$ cat src/rtl/rst_seq_pkg.sv
package rst_seq_pkg;
  localparam int unsigned NUM_PATHS = 2;  // 0: power-on/external, 1: brown-out

  typedef struct packed {
    logic wdt;
    logic [NUM_PATHS-1:0] fall;
  } trig_t;
endpackage

$ cat src/rtl/rst_ext_filter.sv
module rst_ext_filter #(
  parameter int unsigned MIN_CYC = 16
) (
  input  logic clk_i,
  input  logic rst_ni,
  input  logic pin_n_i,
  output logic valid_n_o
);
  localparam int unsigned CW = $clog2(MIN_CYC + 1);
  localparam logic [CW-1:0] CMAX = CW'(MIN_CYC);

  logic [CW-1:0] cnt_q;

  always_ff @(posedge clk_i or negedge rst_ni) begin
    if (!rst_ni)          cnt_q <= '0;
    else if (pin_n_i)     cnt_q <= '0;
    else if (cnt_q != CMAX) cnt_q <= cnt_q + 1'b1;
  end

  assign valid_n_o = (cnt_q != CMAX);
endmodule

$ cat src/rtl/rst_fall_det.sv
module rst_fall_det #(
  parameter int unsigned NP = 2
) (
  input  logic          clk_i,
  input  logic          rst_ni,
  input  logic [NP-1:0] lvl_i,
  output logic [NP-1:0] fall_o
);
  logic [NP-1:0] hist_q;

  for (genvar i = 0; i < NP; i++) begin : g_path
    // history presets high so a quiet input never fires at release
    always_ff @(posedge clk_i or negedge rst_ni) begin
      if (!rst_ni) hist_q[i] <= 1'b1;
      else         hist_q[i] <= lvl_i[i];
    end
    assign fall_o[i] = hist_q[i] & ~lvl_i[i];
  end
endmodule

$ cat src/rtl/rst_pulse_gen.sv
module rst_pulse_gen #(
  parameter int unsigned PULSE_CYC = 8
) (
  input  logic clk_i,
  input  logic rst_ni,
  input  logic trig_i,
  output logic pulse_o
);
  localparam int unsigned CW = $clog2(PULSE_CYC + 1);
  localparam logic [CW-1:0] RELOAD = CW'(PULSE_CYC - 1);

  logic [CW-1:0] cnt_q;
  logic          pulse_q;

  always_ff @(posedge clk_i or negedge rst_ni) begin
    if (!rst_ni) begin
      cnt_q   <= '0;
      pulse_q <= 1'b0;
    end else if (trig_i) begin
      cnt_q   <= RELOAD;
      pulse_q <= 1'b1;
    end else if (pulse_q) begin
      if (cnt_q == '0) pulse_q <= 1'b0;
      else             cnt_q   <= cnt_q - 1'b1;
    end
  end

  assign pulse_o = pulse_q;
endmodule

$ cat src/rtl/rst_startup_delay.sv
module rst_startup_delay #(
  parameter int unsigned START_CYC = 12
) (
  input  logic clk_i,
  input  logic rst_ni,
  input  logic hold_i,
  output logic run_o
);
  localparam int unsigned CW = $clog2(START_CYC + 1);
  localparam logic [CW-1:0] TERM = CW'(START_CYC);

  logic [CW-1:0] cnt_q;

  always_ff @(posedge clk_i or negedge rst_ni) begin
    if (!rst_ni)            cnt_q <= '0;
    else if (hold_i)        cnt_q <= '0;
    else if (cnt_q != TERM) cnt_q <= cnt_q + 1'b1;
  end

  // gate with hold so a fresh pulse drops the enable at once
  assign run_o = (cnt_q == TERM) && !hold_i;
endmodule

$ cat src/rtl/rst_seq_ctrl.sv
module rst_seq_ctrl
  import rst_seq_pkg::*;
#(
  parameter int unsigned EXT_MIN_CYC = 16,
  parameter int unsigned PULSE_CYC   = 8,
  parameter int unsigned START_CYC   = 12
) (
  input  logic clk_i,
  input  logic rst_ni,
  input  logic por_n_i,
  input  logic bor_n_i,
  input  logic wdt_n_i,
  input  logic ext_n_i,
  output logic gbl_rst_o,
  output logic io_rst_o,
  output logic clk_run_o
);
  logic                 ext_ok_n;
  logic [NUM_PATHS-1:0] path_lvl;
  trig_t                trig;
  logic                 trig_any;
  logic                 pulse;

  rst_ext_filter #(.MIN_CYC(EXT_MIN_CYC)) u_ext_filter (
    .clk_i     (clk_i),
    .rst_ni    (rst_ni),
    .pin_n_i   (ext_n_i),
    .valid_n_o (ext_ok_n)
  );

  assign path_lvl[0] = por_n_i & ext_ok_n;
  assign path_lvl[1] = bor_n_i;

  rst_fall_det #(.NP(NUM_PATHS)) u_fall_det (
    .clk_i  (clk_i),
    .rst_ni (rst_ni),
    .lvl_i  (path_lvl),
    .fall_o (trig.fall)
  );

  assign trig.wdt = ~wdt_n_i;
  assign trig_any = trig.wdt | (|trig.fall);

  rst_pulse_gen #(.PULSE_CYC(PULSE_CYC)) u_pulse_gen (
    .clk_i   (clk_i),
    .rst_ni  (rst_ni),
    .trig_i  (trig_any),
    .pulse_o (pulse)
  );

  rst_startup_delay #(.START_CYC(START_CYC)) u_startup (
    .clk_i  (clk_i),
    .rst_ni (rst_ni),
    .hold_i (pulse),
    .run_o  (clk_run_o)
  );

  assign gbl_rst_o = pulse;
  assign io_rst_o  = pulse;
endmodule

$ cat config.mk
export PLATFORM = sky130hd
export DESIGN_NAME = rst_seq_ctrl
export DESIGN_NICKNAME = d
export VERILOG_FILES = /design/src/rtl/rst_seq_pkg.sv /design/src/rtl/rst_ext_filter.sv /design/src/rtl/rst_fall_det.sv /design/src/rtl/rst_pulse_gen.sv /design/src/rtl/rst_startup_delay.sv /design/src/rtl/rst_seq_ctrl.sv
export SDC_FILE = /design/constraint.sdc
export NUM_CORES = 1
export LEC_CHECK = 0
export BUFFER_PORTS_ARGS = -buffer_cell sky130_fd_sc_hd__clkbuf_2
export CAP_MARGIN = 10
export CORE_UTILIZATION = 40
export DETAILED_ROUTE_END_ITERATION = 8
export GPL_TIMING_DRIVEN = 1
export SYNTH_ARGS = -nofsm -noshare
export SYNTH_HDL_FRONTEND = slang
export SYNTH_SLANG_ARGS = --single-unit
$ cat constraint.sdc
create_clock -name clk_i -period 2.1 [get_ports clk_i]
set_clock_uncertainty 0.15 [all_clocks]
set_input_delay 0.105 -clock clk_i [delete_from_list [all_inputs] [get_ports clk_i]]
set_output_delay 0.105 -clock clk_i [all_outputs]
set_load 0.01 [all_outputs]
==> results.cfg <==
[global_route]
antenna_found_initial = 0
grt_max_degree = 17
grt_util_all_layers_pct = 14.11
overflow = 0
grt_pass1_wl_um = 2104
grt_pass1_vias = 500

[sta]
timing.final.crit_share_pct = 86.19
setup_tns_ns = 0
tightest_slew_ns = 0.4551
hold_ws_ns = 0.1159
period_needed_ns = 1.810
finalSetupViolations = 0
rsz0062_at_grt = false
maxSlewViolCount = 0
final_hold_viol_count = 0
timing.fmax_ghz = 0.5525
max_slew_margin_pct = 69.60

[synthesis]
synth_xor_area_share_pct = 5.335
syn-instance-count = 77
yosys_register_bits = 16
synthSimpleGateAreaFrac_pct = 20.88
synthDominantCellAreaShare_pct = 42.68
synthAdderAreaFrac_pct = 7.622
synth-compound-area-share_pct = 8.232
ys_seq_area_share_pct = 49.09
yosysWarnings = 0
synth_top_family_by_area = simple AND/OR/NAND/NOR gates
synth-edff-count = 0
synth_top_cell_by_area = dfrtp_1
avgSynthCellArea_sq_um = 10.66
synthDistinctLibCells = 25
synthFlopType = dfrtp_1
synth_area_sq_um = 820.8
synth.area.top_cells = dfrtp_1 43%, ha_1 7.6%, dfstp_2 6.4%
async_flop_share_pct = 100.0
synthMuxAreaShare_pct = 3.659
synth_nets = 88

[floorplan]
die_area_sq_um = 2237
core_sq_um = 1942
die_w_um = 47.30
ios = 9
start_util_pct = 42.27
row_count = 16
dieHeight_um = 47.30

[critical_path]
slowest_delay_ns = 0.45
r2r_slack_ns = 0.29
crit_path_end = u_pulse_gen.cnt_q[1]$_DFFE_PN0P_
cpMaxStageDelayCell = a2111oi_4
path_max_fanout = 5
startpoint = u_ext_filter.cnt_q[0]$_DFFE_PN0P_
cp.depth = 5
crit_chain = inv_1 -> ha_1 -> and4bb_4 -> a2111oi_4 -> o311ai_1
reg2reg_to = u_pulse_gen.cnt_q[1]$_DFFE_PN0P_
worstPathArrival_ns = 1.82
startpoint_type = flop
reg2regPathDepth = 5
path_buf_inv = 1
crit_family = compound AO/OA/AOI/OAI gates
critPathCaptureType = flop
worst-setup-path-type = flop to flop
timing.rr.start = u_ext_filter.cnt_q[0]$_DFFE_PN0P_
critPathRequiredTime_ns = 2.11

[clock_network]
hold_buffers = 5
cts_root_buf = clkbuf_4
clk_pin_slew_worst_paths_ns = 0.10
cts_setup_buffers = 0
ctsResizeCount = 0
cts_tree = done
cts_buffers = 3
clk_latency_ns = 0.29
clock_sinks = 16
cts_buffer_depth = 2
ctsHtreeMaxLevel = 1

[finish]
num-fill-cells = 190
utilization_pct = 49.87
syn_to_final_growth_pct = 17.99
final_area_sq_um = 968.4
antenna_cells = 0
nets = 104
drive_gt1_share_pct = 19.57
seqCellArea_sq_um = 402.9
multi_input_area_sq_um = 375.4

[placed_design]
port_buffers = 8
dpl_cell_area_sq_um = 882.1
hpwlAfterDp_um = 1017
gp_congestion = 0.7822

[run_status]
outcome = complete, no violations

[detailed_routing]
drc = 0
drtPass1Iterations = 4
drt-initial-drc-count = 5
via_count = 569
ant_nets = 0
via_per_inst = 4.782
wirelength_um = 1411
wire_per_inst_um = 11.86

[power]
leakagePower_nw = 0.4325
vdd_drop_max_mv = 0.4019
power_density_nw_per_um2 = 604.8
p_total_mw = 0.5857

[hold_path]
holdCritPathClass = input port to asynchronous set/reset pin

[run]
maxCapViolations = 0
-- cells in the mapped netlist (2+ instances only) --
cell type,count
a21oi_1,2
mux2i_1,3
nor3b_1,2
and2b_2,2
o21ai_0,3
dfrtp_1,14
nand3_1,5
xnor2_1,3
nor3_1,3
nor2_1,9
xor2_1,2
nor2b_1,2
inv_1,8
dfstp_2,2
nand2_1,3
ha_1,5
-- logic make-up (layout without fill, tap and decap cells) --
family | Yosys count | count (layout)
compound gates | 8 | 8
xor+xnor | 5 | 5
fa+ha+maj | 5 | 5
buf+inv | 10 | 25
flops | 16 | 16
mux | 3 | 3
simple gates | 30 | 30
-- metrics by stage --
step                setup slack, ns  cells
global route                 0.1833    119
detailed placement           0.2849    110
floorplan                    0.4503     77
CTS                          0.2763    119
finish                       0.2901    119
global placement             0.4020    110
-- how the worst min path moves through the flow --
| stage | startpoint | endpoint | slack [ns] | depth (start not counted) |
|---|---|---|---|---|
| 6_report | rst_ni | u_startup.cnt_q[0]$_DFFE_PN0N_ | 0.12 | 2 |
| 5_1_grt | rst_ni | u_startup.cnt_q[3]$_DFFE_PN0N_ | 0.16 | 2 |
| 4_1_cts | rst_ni | u_startup.cnt_q[3]$_DFFE_PN0N_ | 0.11 | 2 |
| 3_5_place_dp | rst_ni | u_startup.cnt_q[3]$_DFFE_PN0N_ | -0.1 | 1 |
| 3_3_place_gp | rst_ni | u_startup.cnt_q[0]$_DFFE_PN0N_ | -0.10 | 1 |
| 2_1_floorplan | rst_ni | u_ext_filter.cnt_q[0]$_DFFE_PN0P_ | -0.34 | 0 |
-- state kept, by name, summed over array words and instances, names as in the netlist --
| name | flops |
|---|---|
| u_ext_filter.cnt_q | 5 |
| u_pulse_gen.pulse_o | 1 |
| u_startup.cnt_q | 4 |
| u_fall_det.hist_q | 2 |
| u_pulse_gen.cnt_q | 4 |
-- cell type report --
cell class | instances | share of cell area, %
repair buffers | 13 | 9.302
well taps | 27 | 3.488
flip-flops and latches | 16 | 41.60
inverters | 8 | 3.101
clock buffers | 4 | 3.747
multi-input cells | 51 | 38.76
-- worst register-to-register path, cell delays in order, from the launching register on --
cell and delay [ns]:
dfrtp_1 0.39, inv_1 0.08, ha_1 0.20, and4bb_4 0.24, a2111oi_4 0.45, o311ai_1 0.17
-- placed cells by master, fill, tap and decap left out, types with 2 or more instances in the layout --
cell type	Yosys	final
nor2_1	9	9
dfrtp_1	14	14
and2b_2	2	2
nor2b_1	2	2
clkbuf_4	0	3
nor3_1	3	3
nand3_1	5	5
ha_1	5	5
mux2i_1	3	3
a21oi_1	2	2
o21ai_0	3	3
dlygate4sd3_1	0	5
nand2_1	3	3
inv_1	8	8
dfstp_2	2	2
xnor2_1	3	3
nor3b_1	2	2
xor2_1	2	2
clkbuf_2	0	8
-- power breakdown --
part           switching, mW  internal (mW)  total (mW)  leakage [nW]
registers            0.00941          0.319       0.328         0.195
clock network          0.101          0.106       0.207        0.0210
logic                 0.0246         0.0256      0.0502         0.216
total                  0.135          0.450       0.586         0.432
-- layer usage --
metal / track usage (%) / share of wire (%)
met1: 18.12 / 46
met2: 22.19 / 51
met3: 2.308 / 1.8
met4: 8.571 / 0.99
met5: 0 / 0
No activity file was read; power rests on OpenSTA's default activity.
